<file path="src/rtl/irqq_pkg.sv">
package irqq_pkg;
  localparam int KIND_W  = 6;
  localparam int CLASS_W = 3;
  localparam int LEVEL_W = 4;

  // Class codes (a band clear selects on these numerically)
  localparam logic [CLASS_W-1:0] CLS_EXT  = 3'd0;
  localparam logic [CLASS_W-1:0] CLS_SOFT = 3'd1;
  localparam logic [CLASS_W-1:0] CLS_PROG = 3'd2;
  localparam logic [CLASS_W-1:0] CLS_BRK  = 3'd3;
  localparam logic [CLASS_W-1:0] CLS_RST  = 3'd4;

  // External kind for level 15, never masked by the level test
  localparam logic [KIND_W-1:0] KIND_LVL15 = 6'd14;

  typedef enum logic [1:0] {
    OP_NONE  = 2'd0,
    OP_PUSH  = 2'd1,
    OP_POP   = 2'd2,
    OP_CLEAR = 2'd3
  } q_op_e;

  function automatic logic in_band(input logic [CLASS_W-1:0] c,
                                   input logic [CLASS_W-1:0] lo,
                                   input logic [CLASS_W-1:0] hi);
    return (c >= lo) && (c <= hi);
  endfunction
endpackage

</file>
<file path="src/rtl/irqq_gate.sv">
module irqq_gate
  import irqq_pkg::*;
(
  input  logic [KIND_W-1:0]  kind,
  input  logic [CLASS_W-1:0] cls,
  input  logic               ext_enable,
  input  logic [LEVEL_W-1:0] cur_level,
  output logic               masked
);
  logic [LEVEL_W:0] level;
  logic             below;

  always_comb begin
    level  = {1'b0, kind[LEVEL_W-1:0]} + 1'b1;
    below  = (kind != KIND_LVL15) && (level < {1'b0, cur_level});
    masked = (cls == CLS_EXT) && (!ext_enable || below);
  end
endmodule

</file>
<file path="src/rtl/irqq_locate.sv">
module irqq_locate
  import irqq_pkg::*;
#(
  parameter int DEPTH = 8,
  parameter int CNT_W = 4
) (
  input  logic [KIND_W-1:0] kinds [DEPTH],
  input  logic [CNT_W-1:0]  count,
  input  logic [KIND_W-1:0] new_kind,
  output logic [CNT_W-1:0]  pos,
  output logic              hit
);
  always_comb begin
    pos = count;
    for (int i = DEPTH - 1; i >= 0; i--) begin
      if ((CNT_W'(i) < count) && (kinds[i] >= new_kind)) pos = CNT_W'(i);
    end
    hit = 1'b0;
    for (int i = 0; i < DEPTH; i++) begin
      if ((CNT_W'(i) == pos) && (pos < count) && (kinds[i] == new_kind)) hit = 1'b1;
    end
  end
endmodule

</file>
<file path="src/rtl/irqq_store.sv">
module irqq_store
  import irqq_pkg::*;
#(
  parameter int DEPTH  = 8,
  parameter int PC_W   = 32,
  parameter int SLOT_W = 2,
  parameter int CNT_W  = 4
) (
  input  logic               clk,
  input  logic               rst_n,
  input  q_op_e              op,
  input  logic [CNT_W-1:0]   pos,
  input  logic [KIND_W-1:0]  new_kind,
  input  logic [CLASS_W-1:0] new_cls,
  input  logic [PC_W-1:0]    new_pc,
  input  logic [SLOT_W-1:0]  new_slot,
  input  logic [CLASS_W-1:0] clr_lo,
  input  logic [CLASS_W-1:0] clr_hi,
  output logic [KIND_W-1:0]  kinds   [DEPTH],
  output logic [CLASS_W-1:0] classes [DEPTH],
  output logic [PC_W-1:0]    pcs     [DEPTH],
  output logic [SLOT_W-1:0]  slots   [DEPTH],
  output logic [CNT_W-1:0]   count
);
  localparam int IDX_W = (DEPTH > 1) ? $clog2(DEPTH) : 1;

  logic [KIND_W-1:0]  kind_q [DEPTH];
  logic [CLASS_W-1:0] cls_q  [DEPTH];
  logic [PC_W-1:0]    pc_q   [DEPTH];
  logic [SLOT_W-1:0]  slot_q [DEPTH];
  logic [CNT_W-1:0]   cnt_q;

  // Band-clear compaction network
  logic               keep [DEPTH];
  logic [CNT_W-1:0]   dest [DEPTH];
  logic [CNT_W-1:0]   kept_cnt;
  logic [KIND_W-1:0]  ck   [DEPTH];
  logic [CLASS_W-1:0] cc   [DEPTH];
  logic [PC_W-1:0]    cp   [DEPTH];
  logic [SLOT_W-1:0]  cs   [DEPTH];

  always_comb begin
    kept_cnt = '0;
    for (int i = 0; i < DEPTH; i++) begin
      keep[i]  = (CNT_W'(i) < cnt_q) && !in_band(cls_q[i], clr_lo, clr_hi);
      dest[i]  = kept_cnt;
      kept_cnt = kept_cnt + CNT_W'(keep[i]);
    end
    for (int j = 0; j < DEPTH; j++) begin
      ck[j] = kind_q[j];
      cc[j] = cls_q[j];
      cp[j] = pc_q[j];
      cs[j] = slot_q[j];
      for (int i = 0; i < DEPTH; i++) begin
        if (keep[i] && (dest[i] == CNT_W'(j))) begin
          ck[j] = kind_q[i];
          cc[j] = cls_q[i];
          cp[j] = pc_q[i];
          cs[j] = slot_q[i];
        end
      end
    end
  end

  always_ff @(posedge clk) begin
    if (!rst_n) begin
      cnt_q <= '0;
      for (int i = 0; i < DEPTH; i++) begin
        kind_q[i] <= '0;
        cls_q[i]  <= '0;
        pc_q[i]   <= '0;
        slot_q[i] <= '0;
      end
    end else begin
      case (op)
        OP_PUSH: begin
          for (int i = DEPTH - 1; i >= 1; i--) begin
            if (CNT_W'(i) > pos) begin
              kind_q[i] <= kind_q[i-1];
              cls_q[i]  <= cls_q[i-1];
              pc_q[i]   <= pc_q[i-1];
              slot_q[i] <= slot_q[i-1];
            end
          end
          kind_q[pos[IDX_W-1:0]] <= new_kind;
          cls_q[pos[IDX_W-1:0]]  <= new_cls;
          pc_q[pos[IDX_W-1:0]]   <= new_pc;
          slot_q[pos[IDX_W-1:0]] <= new_slot;
          cnt_q <= cnt_q + 1'b1;
        end
        OP_POP: cnt_q <= cnt_q - 1'b1;
        OP_CLEAR: begin
          for (int i = 0; i < DEPTH; i++) begin
            kind_q[i] <= ck[i];
            cls_q[i]  <= cc[i];
            pc_q[i]   <= cp[i];
            slot_q[i] <= cs[i];
          end
          cnt_q <= kept_cnt;
        end
        default: ;
      endcase
    end
  end

  assign kinds   = kind_q;
  assign classes = cls_q;
  assign pcs     = pc_q;
  assign slots   = slot_q;
  assign count   = cnt_q;

  a_r8_count_bound: assert property (@(posedge clk) disable iff (!rst_n)
    cnt_q <= CNT_W'(DEPTH));

  for (genvar g = 0; g < DEPTH - 1; g++) begin : g_sorted
    a_r2_sorted: assert property (@(posedge clk) disable iff (!rst_n)
      (cnt_q > CNT_W'(g + 1)) |-> (kind_q[g] <= kind_q[g+1]));
  end
endmodule

</file>
<file path="src/rtl/irq_pend_queue.sv">
module irq_pend_queue
  import irqq_pkg::*;
#(
  parameter int DEPTH  = 8,
  parameter int PC_W   = 32,
  parameter int SLOT_W = 2,
  localparam int CNT_W = $clog2(DEPTH + 1)
) (
  input  logic               clk,
  input  logic               rst_n,
  input  logic               ins_valid,
  output logic               ins_ready,
  input  logic [KIND_W-1:0]  ins_kind,
  input  logic [CLASS_W-1:0] ins_class,
  input  logic [PC_W-1:0]    ins_pc,
  input  logic [SLOT_W-1:0]  ins_slot,
  output logic               ins_dup,
  output logic               ins_masked,
  input  logic               ext_enable,
  input  logic [LEVEL_W-1:0] cur_level,
  output logic               tail_valid,
  input  logic               tail_ready,
  output logic [KIND_W-1:0]  tail_kind,
  output logic [CLASS_W-1:0] tail_class,
  output logic [PC_W-1:0]    tail_pc,
  output logic [SLOT_W-1:0]  tail_slot,
  input  logic               clr_req,
  input  logic [CLASS_W-1:0] clr_lo,
  input  logic [CLASS_W-1:0] clr_hi,
  output logic [CNT_W-1:0]   count,
  output logic               overflow
);
  localparam int IDX_W = (DEPTH > 1) ? $clog2(DEPTH) : 1;

  logic [KIND_W-1:0]  kinds   [DEPTH];
  logic [CLASS_W-1:0] classes [DEPTH];
  logic [PC_W-1:0]    pcs     [DEPTH];
  logic [SLOT_W-1:0]  slots   [DEPTH];
  logic [CNT_W-1:0]   pos;
  logic               hit;
  logic               gated;
  logic               full;
  logic               pop_req;
  logic               ins_fire;
  logic [IDX_W-1:0]   tail_idx;
  logic               ovf_q;
  q_op_e              op;

  irqq_gate u_gate (
    .kind       (ins_kind),
    .cls        (ins_class),
    .ext_enable (ext_enable),
    .cur_level  (cur_level),
    .masked     (gated)
  );

  irqq_locate #(.DEPTH(DEPTH), .CNT_W(CNT_W)) u_locate (
    .kinds    (kinds),
    .count    (count),
    .new_kind (ins_kind),
    .pos      (pos),
    .hit      (hit)
  );

  always_comb begin
    full       = (count == CNT_W'(DEPTH));
    tail_valid = (count != '0);
    pop_req    = tail_valid && tail_ready;
    ins_ready  = !full && !clr_req && !pop_req;
    ins_fire   = ins_valid && ins_ready;
    ins_masked = ins_fire && gated;
    ins_dup    = ins_fire && !gated && hit && (ins_class == CLS_EXT);
    if (clr_req)                             op = OP_CLEAR;
    else if (pop_req)                        op = OP_POP;
    else if (ins_fire && !gated && !ins_dup) op = OP_PUSH;
    else                                     op = OP_NONE;
  end

  irqq_store #(.DEPTH(DEPTH), .PC_W(PC_W), .SLOT_W(SLOT_W), .CNT_W(CNT_W)) u_store (
    .clk      (clk),
    .rst_n    (rst_n),
    .op       (op),
    .pos      (pos),
    .new_kind (ins_kind),
    .new_cls  (ins_class),
    .new_pc   (ins_pc),
    .new_slot (ins_slot),
    .clr_lo   (clr_lo),
    .clr_hi   (clr_hi),
    .kinds    (kinds),
    .classes  (classes),
    .pcs      (pcs),
    .slots    (slots),
    .count    (count)
  );

  always_ff @(posedge clk) begin
    if (!rst_n)                                       ovf_q <= 1'b0;
    else if (ins_valid && full && !clr_req && !pop_req) ovf_q <= 1'b1;
  end
  assign overflow = ovf_q;

  always_comb begin
    tail_idx   = tail_valid ? IDX_W'(count - 1'b1) : '0;
    tail_kind  = kinds[tail_idx];
    tail_class = classes[tail_idx];
    tail_pc    = pcs[tail_idx];
    tail_slot  = slots[tail_idx];
  end

  a_r7_pop_dec: assert property (@(posedge clk) disable iff (!rst_n)
    (tail_valid && tail_ready && !clr_req) |=> (count == $past(count) - 1'b1));
  a_r8_ovf_sticky: assert property (@(posedge clk) disable iff (!rst_n)
    overflow |=> overflow);
  a_r8_ovf_set: assert property (@(posedge clk) disable iff (!rst_n)
    (ins_valid && count == CNT_W'(DEPTH) && !clr_req && !tail_ready) |=> overflow);
  a_r3_dup_hold: assert property (@(posedge clk) disable iff (!rst_n)
    ins_dup |=> $stable(count));
  a_r9_ready_block: assert property (@(posedge clk) disable iff (!rst_n)
    (clr_req || (tail_valid && tail_ready)) |-> !ins_ready);
  a_r6_clear_shrink: assert property (@(posedge clk) disable iff (!rst_n)
    clr_req |=> (count <= $past(count)));
  a_r4_mask_hold: assert property (@(posedge clk) disable iff (!rst_n)
    ins_masked |=> $stable(count));
endmodule

</file>
<file path="config.mk">
export PLATFORM = sky130hd
export DESIGN_NAME = irq_pend_queue
export DESIGN_NICKNAME = d
export VERILOG_FILES = /design/src/rtl/irqq_pkg.sv /design/src/rtl/irqq_gate.sv /design/src/rtl/irqq_locate.sv /design/src/rtl/irqq_store.sv /design/src/rtl/irq_pend_queue.sv
export SDC_FILE = /design/constraint.sdc
export NUM_CORES = 2
export LEC_CHECK = 0
export CAP_MARGIN = 20
export CELL_PAD_IN_SITES_DETAIL_PLACEMENT = 0
export CELL_PAD_IN_SITES_GLOBAL_PLACEMENT = 2
export CORE_MARGIN = 3
export CORE_UTILIZATION = 30
export CTS_BUF_LIST = sky130_fd_sc_hd__clkbuf_8
export DETAILED_ROUTE_END_ITERATION = 16
export GPL_ROUTABILITY_DRIVEN = 0
export PLACE_DENSITY_LB_ADDON = 0.2
export SETUP_SLACK_MARGIN = 0.1
export SYNTH_ARGS = -nofsm -noshare
export SYNTH_HDL_FRONTEND = slang
export SYNTH_SLANG_ARGS = --single-unit
</file>
<file path="constraint.sdc">
create_clock -name clk -period 6.7 [get_ports clk]
set_input_delay 1.34 -clock clk [delete_from_list [all_inputs] [get_ports clk]]
set_output_delay 1.34 -clock clk [all_outputs]
set_load 0.02 [all_outputs]
</file>
## After elaboration in Yosys (flattened, before gate mapping)

Cells that the tools add are included.

| storage, ports and cells | value |
|---|---|
| register bits | 349 |
| output and inout bits | 52 |
| word-level logic and storage cells | 627 |

| cells by class | value |
|---|---|
| $add $sub $neg | 10 |
| order comparisons | 44 |
| equal/unequal tests | 74 |
| multiplexer cells | 325 |
| bitwise gates (word level) | 2 |
| reductions and logical operators | 138 |

Operator list:

| kind | count |
|---|---|
| $mux W32 | 72 |
| $pmux W256 S2 | 1 |
| $mux W6 | 72 |
| $bwmux W256 | 1 |
| $mux W3 | 73 |
| $mux W2 | 74 |
| $logic_and A1 B1 Y1 | 103 |
| $bmux W32 S3 | 1 |
| $demux W32 S3 | 1 |
| $eq A4 B3 Y1 const B | 24 |
| $pmux W48 S2 | 1 |
| $bwmux W48 | 1 |
| $eq A6 B6 Y1 | 8 |
| $ge A6 B6 Y1 | 8 |
| $pmux W24 S2 | 1 |
| $eq A4 B2 Y1 const B | 11 |
| $ne A6 B1 Y1 const B | 6 |
| $logic_not A4 Y1 | 8 |
| $mux W4 | 8 |
| $pmux W16 S2 | 1 |
| $add A4 B1 Y4 | 6 |
| $bwmux W24 | 1 |
| $eq A4 B1 Y1 const B | 6 |
| $ge A3 B3 Y1 | 8 |
| 47 further kinds | 97 |

## Logic depth before layout (Yosys ltp)

| logic depth | value |
|---|---|
| depth in word-level cells | 33 |
| depth in mapped cells | 27 |
| mapped depth without buffers | 23 |

## By module

Synthesis repeated with hierarchy kept, for this count alone.

| unflattened totals | value |
|---|---|
| cell total of the unflattened synthesis | 5062 |
| area total of the unflattened synthesis | 36123.4 µm² |

By module, submodules not included:

| module | times used | cells an instance | area each (µm²) | sequential area each (µm²) |
|---|---|---|---|---|
| irqq_store | 1 | 4405 | 31402.6 | 6966.7 |
| irq_pend_queue | 1 | 449 | 3039.2 | 20.0 |
| irqq_locate | 1 | 184 | 1510.2 | 0.0 |
| irqq_gate | 1 | 24 | 171.4 | 0.0 |

## Worst setup path before layout

No wires, ideal clock.

| timing | value |
|---|---|
| path kind | input -> register |
| start | input port clr_hi[1] |
| end | register u_store.pc_q (netlist bit u_store.pcs[122]) |
| data arrival time | 7153 ps |
| required time | 6629 ps |
| setup slack | -523 ps |
| cell stages on the path | 23 |
| path buffers | 3 |
| cell sequence | inv_1 -> ha_1 -> a21o_1 -> a21oi_1 -> a31oi_1 -> o21ai_0 -> inv_1 -> fa_1 -> ha_1 -> fa_1 -> ha_1 -> ha_1 -> clkbuf_1 -> nand2_1 -> and2_1 -> or3_1 -> a211oi_1 -> nor3b_1 -> clkbuf_1 -> clkbuf_1 -> a21oi_1 -> a211o_1 -> a21oi_1 |

| between the ends | value |
|---|---|
| longest elaborated chain between the ends | 14 |

RTL lines:

| item | RTL line | RTL |
|---|---|---|
| start: declaration | irq_pend_queue.sv:29 | `input logic [CLASS_W-1:0] clr_hi,` |
| $le A3 B3 Y1 | irqq_pkg.sv:26 | `return (c >= lo) && (c <= hi);` |
| $logic_and A1 B1 Y1 | irqq_pkg.sv:26 |  |
| $logic_not A1 Y1 | irqq_store.sv:45 | `keep[i] = (CNT_W'(i) < cnt_q) && !in_band(cls_q[i], clr_lo, clr_hi);` |
| $logic_and A1 B1 Y1 | irqq_store.sv:45 |  |
| $add A1 B1 Y2 | irqq_store.sv:47 | `kept_cnt = kept_cnt + CNT_W'(keep[i]);` |
| $add A4 B1 Y4 | irqq_store.sv:47 |  |
| $add A4 B1 Y4 or $eq A4 B3 Y1 (tied branches) | irqq_store.sv:47, irqq_store.sv:55 |  |
| $add A4 B1 Y4 or $logic_and A1 B1 Y1 (tied branches) | irqq_store.sv:47, irqq_store.sv:55 |  |
| $add A4 B1 Y4 (tied with other cells) (2 in series) | irqq_store.sv:47 |  |
| $eq A4 B3 Y1 (tied with other cells) | irqq_store.sv:55 | `if (keep[i] && (dest[i] == CNT_W'(j))) begin` |
| $logic_and A1 B1 Y1 or $mux W32 (tied branches) | irqq_store.sv:55 |  |
| $ne A6 B1 Y1 (no line) (tied with other cells) | n/a |  |
| $reduce_and A3 Y1 (no line) or $pmux W256 S2 (tied branches) | n/a |  |
| end signal: indexed assignment | irqq_store.sv:81 | `pc_q[i] <= pc_q[i-1];` |
| end signal: indexed assignment | irqq_store.sv:87 | `pc_q[pos[IDX_W-1:0]] <= new_pc;` |
| end signal: indexed assignment | irqq_store.sv:96 | `pc_q[i] <= cp[i];` |
| end: declaration | irqq_store.sv:29 | `logic [PC_W-1:0] pc_q [DEPTH];` |

Parallel ways exist; a longest one is shown, timed or not. The select of a mux whose other input is x is not followed.
A chain may end at the register's enable or synchronous reset.

## Final worst setup path

| timing | value |
|---|---|
| start | input port clr_hi[2] |
| end | register u_store.pc_q (netlist bit u_store.pcs[199]) |

| between the ends | value |
|---|---|
| longest elaborated chain between the ends | 14 |

RTL lines:

| item | RTL line |
|---|---|
| $le A3 B3 Y1 | irqq_pkg.sv:26 |
| $logic_and A1 B1 Y1 | irqq_pkg.sv:26 |
| $logic_not A1 Y1 | irqq_store.sv:45 |
| $logic_and A1 B1 Y1 | irqq_store.sv:45 |
| $add A1 B1 Y2 | irqq_store.sv:47 |
| $add A4 B1 Y4 | irqq_store.sv:47 |
| $add A4 B1 Y4 or $eq A4 B1 Y1 (tied branches) | irqq_store.sv:47, irqq_store.sv:55 |
| $add A4 B1 Y4 (tied with other cells) (3 in series) | irqq_store.sv:47 |
| $eq A4 B1 Y1 (tied with other cells) | irqq_store.sv:55 |
| $logic_and A1 B1 Y1 or $mux W32 (tied branches) | irqq_store.sv:55 |
| $ne A7 B1 Y1 (no line) or $mux W32 (tied branches) | n/a |
| $reduce_and A2 Y1 (no line) or $pmux W256 S2 (tied branches) | n/a |

Parallel ways exist; a longest one is shown, timed or not.

==> flow_summary.rst <==
.. list-table::
   :header-rows: 1

   * - Metric
     - Value
   * - Cells after Synth
     - 5080
   * - Nature of the critical path endpoint
     - register
   * - Total routing usage reported by global routing
     - 32.6%
   * - Result of the run
     - complete, no violations
   * - Number of remaining DRC errors
     - 0
   * - Worst VDD drop
     - 0.482 mV
   * - Growth of design area from synthesis to finish
     - 19.4%
   * - Buffering stage count on the worst path with inverters included
     - 8
   * - End of the worst register-to-register path
     - u_store.pcs[199]$_SDFFE_PN0P_
   * - Crit path launch
     - clr_hi[2]
   * - Area of the mapped netlist
     - 36300 um2
   * - #FFs+latches synth
     - 349
   * - Number of flops mapped to enable cells by yosys
     - 0
   * - Seq/Total Area, Yosys
     - 19.2%
   * - Cell type group with the largest total delay on the critical path
     - adder cells
   * - Area inside the core boundary
     - 120000 um2
   * - Full die area
     - 125000 um2
   * - Share of cells above drive strength 1
     - 14.1%
   * - Estimated wirelength of the detail-placed design
     - 130000 um
   * - Setup TNS
     - 0 ns
   * - Area of placed instances
     - 41100 um2
   * - Clock root buffer
     - sky130_fd_sc_hd__clkbuf_8
   * - Drt pass-1 iters
     - 8
   * - Clock Skews
     - 0.0504 ns
   * - Clock tree sinks
     - 349
   * - Final count of negative-setup-slack endpoints
     - 0
   * - Reg clk slew, reported paths
     - 0.05 ns
   * - Routed Wire Length
     - 220000 um
   * - Clock tree from TritonCTS
     - yes
   * - Leading register cell type out of synthesis
     - sky130_fd_sc_hd__dfxtp_1
   * - Number of antenna violations at the first check in global routing
     - 7
   * - Final hold viol count
     - 0
   * - Number of nets with antenna violations after detailed routing
     - 0
   * - CTS Buf Count
     - 80
   * - Mean cell area of the mapped netlist
     - 7.15 um2
   * - Unrepaired setup endpoints after global routing
     - no
   * - Static Leak
     - 16.7 nW
   * - Required arrival time at the worst endpoint
     - 7.30 ns
   * - Worst flop-to-flop path startpoint
     - u_store.count[0]$_SDFFE_PN0P_
   * - Routed length per instance
     - 33.6 um
   * - Worst slack at placement
     - -0.686 ns
   * - Final-stage net count
     - 5068
   * - Netlist cell types
     - 85
   * - Share of async-settable or async-resettable flops after synthesis
     - 0%
   * - R2R cell count
     - 25
   * - Power per Cell Area
     - 483 nW/um2
   * - Pin count of the biggest net entering global routing
     - 108
   * - Total number of yosys warnings
     - 0
   * - CTS H-tree depth
     - 3
   * - Category of the critical setup timing path
     - in2reg
   * - Worst hold-check path type
     - reg2reg
   * - Num ports
     - 111
   * - Worst setup path endpoint
     - u_store.pcs[199]$_SDFFE_PN0P_
   * - Longest Clk Path Bufs
     - 3
   * - CP dominant cell by count
     - sky130_fd_sc_hd__buf_4
   * - R2R Setup Slk
     - 0.56 ns
   * - Final Worst Setup Slack
     - 0.253 ns
   * - Grt ovf
     - 0
   * - Fmax
     - 155 MHz
   * - Pin slew with the least headroom to its limit
     - 1.19 ns
   * - Number of DRC violations after detailed-routing iteration 0
     - 6477
   * - Final critical-path required period
     - 6.45 ns
   * - Critical Path Start Type
     - primary input
   * - Number of vias after detailed routing
     - 43.4k
   * - Data arrival time of the critical path
     - 7.05 ns
   * - Post-DR vias/cell
     - 6.63
   * - Post-layout instance area
     - 43300 um2
   * - Via count of the first global-routing pass
     - 39.8k
   * - Cell type of the slowest stage on the worst timing path
     - sky130_fd_sc_hd__fa_2
   * - Final Max Slew Viols
     - 0
   * - Ratio of final minimum period to clock period
     - 96.2%
   * - Die Y-Extent
     - 354 um
   * - Largest fanout of any net on the critical path
     - 11
   * - Row cnt
     - 127
   * - Die Span X
     - 354 um
   * - Quantity of I/O buffers inserted on ports
     - 110
   * - Max-cap violations
     - 0
   * - Starting density of the core
     - 30.3%
   * - Minimum hold slack
     - 0.470 ns
   * - First-pass GRT wire length
     - 304000 um
   * - Worst slew margin
     - 20.3%
   * - Clock latency reported for the late side of the worst-skew pair
     - 0.78 ns
   * - Syn nets
     - 5262
   * - Delay of the slowest cell on the worst path
     - 0.58 ns
   * - Path length in cells of the critical path
     - 26
==> sequential cells by signal, indices dropped and copies added, names as in the netlist <==
| signal | count |
|---|---|
| u_store.count | 4 |
| u_store.pcs | 256 |
| u_store.slots | 16 |
| overflow | 1 |
| u_store.kinds | 48 |
| u_store.classes | 24 |
==> metal layers <==
metal / wire (um) / up-vias / global-route usage (%) / part of all wire (%)
met3: 23200 / 581 / 6.34 / 11
li1: - / 18700 / - / -
met2: 92100 / 2856 / 48.3 / 42
met4: 10300 / 8 / 13.4 / 4.7
met5: 53 / - / 0 / 0.024
met1: 94600 / 21300 / 46.1 / 43
==> worst min-delay path, stage by stage, from the launching register on <==
cell and delay [ns]:
sky130_fd_sc_hd__dfxtp_1 0.30, sky130_fd_sc_hd__nand2_1 0.05, sky130_fd_sc_hd__o21ai_0 0.07
==> repair_timing <==
item,in CTS,in global routing
gates cloned,0,14
endpoints found under the hold margin,0,0
buffers inserted,0,20
endpoints found under the setup margin,13,326
pin swaps,1,21
resized for setup,1,51
hold buffers,0,0
==> metrics by stage <==
| step | std cells | power (mW) | utilization [%] |
|---|---|---|---|
| 3_5_place_dp | 6382 | 17.7 | 34.3 |
| 3_3_place_gp | 6382 | 17.6 | 34.3 |
| 4_1_cts | 6514 | 20.3 | 35.5 |
| 2_1_floorplan | 5080 | 11.4 | - |
| 5_1_grt | 6549 | 21.8 | 36.1 |
| 6_report | 6551 | 21.0 | 36.1 |
==> cell type report <==
| type | instances | area (um2) |
|---|---|---|
| Inverter | 100 | 393 |
| Timing Repair Buffer | 502 | 5860 |
| Tap cell | 1612 | 2020 |
| Fill cell | 12500 | 76600 |
| Clock inverter | 38 | 203 |
| Multi-Input combinational cell | 3853 | 26600 |
| Sequential cell | 349 | 6990 |
| Antenna cell | 3 | 7.51 |
| Clock buffer | 94 | 1290 |
==> report_power, final <==
part	internal, mW	total [mW]	switching (mW)
clock network	1.30	2.55	1.25
registers	2.64	3.99	1.35
logic	5.48	14.4	8.93
total	9.42	21.0	11.5
==> synthesized netlist by cell type, drive strengths merged (5+ instances only) <==
library cell	count	area, um2
clkbuf	606	2280
nor2	542	2030
nand2	539	2020
a21oi	423	2130
a211oi	402	3020
mux2i	394	3940
dfxtp	349	6990
o21ai	290	1450
buf	172	738
a221oi	161	1410
ha	121	1510
a222oi	118	1180
inv	99	372
nor3	94	470
nand3	90	450
o22ai	89	557
o2111ai	51	447
a211o	50	438
a21o	50	375
a221o	49	490
mux4	43	968
a22oi	42	315
o221ai	42	618
o2bb2ai	38	333
a31oi	22	153
nand2b	20	125
o211ai	20	164
nor2b	16	100
and2	15	93.8
o31ai	11	82.6
o21a	10	75.1
and3	8	50.1
nand4	8	50.1
nor4	8	50.1
a31o	7	61.3
a21boi	6	56.3
or3	6	37.5
xnor2	6	52.6
o311ai	5	68.8
xor2	5	43.8
==> cells in the final DEF, fill, tap and decap left out, drive strengths merged, types with 43 or more instances in the layout <==
cell type	count
nand2	539
mux2i	394
buf	382
a222oi	118
a221oi	161
dfxtp	349
a21o	50
clkbuf	106
clkdlybuf4s50	103
inv	128
a21oi	423
a211oi	402
nand3	90
nor2	542
a221o	49
a211o	50
nor3	94
o2111ai	51
ha	121
o22ai	89
o21ai	290
mux4	43
==> worst min path at each step <==
stage	from	cells past startpoint	to	slack, ns
floorplan	u_store.pcs[213]$_SDFFE_PN0P_	2	u_store.pcs[213]$_SDFFE_PN0P_	0.46
global placement	u_store.kinds[11]$_SDFFE_PN0P_	2	u_store.kinds[11]$_SDFFE_PN0P_	0.45
detailed placement	u_store.kinds[11]$_SDFFE_PN0P_	2	u_store.kinds[11]$_SDFFE_PN0P_	0.47
CTS	u_store.kinds[11]$_SDFFE_PN0P_	2	u_store.kinds[11]$_SDFFE_PN0P_	0.47
global route	overflow$_SDFFE_PN0P_	2	overflow$_SDFFE_PN0P_	0.49
finish	u_store.kinds[11]$_SDFFE_PN0P_	2	u_store.kinds[11]$_SDFFE_PN0P_	0.47
==> kinds of logic (layout without fill, tap and decap cells) <==
family / count (synthesis) / after routing / synth area share, %
AOI/OAI and AO/OA: 1911 / 1911 / 37.7
buffers and inverters: 878 / 734 / 9.34
muxes: 438 / 438 / 13.6
and+or+nand+nor: 1370 / 1370 / 15.7
other: 0 / 3 / 0
adders and majority gates: 123 / 123 / 4.28
xor gates and xnor gates: 11 / 11 / 0.265
DFF: 349 / 349 / 19.2
Note: power is estimated with default switching activity, not from simulation.
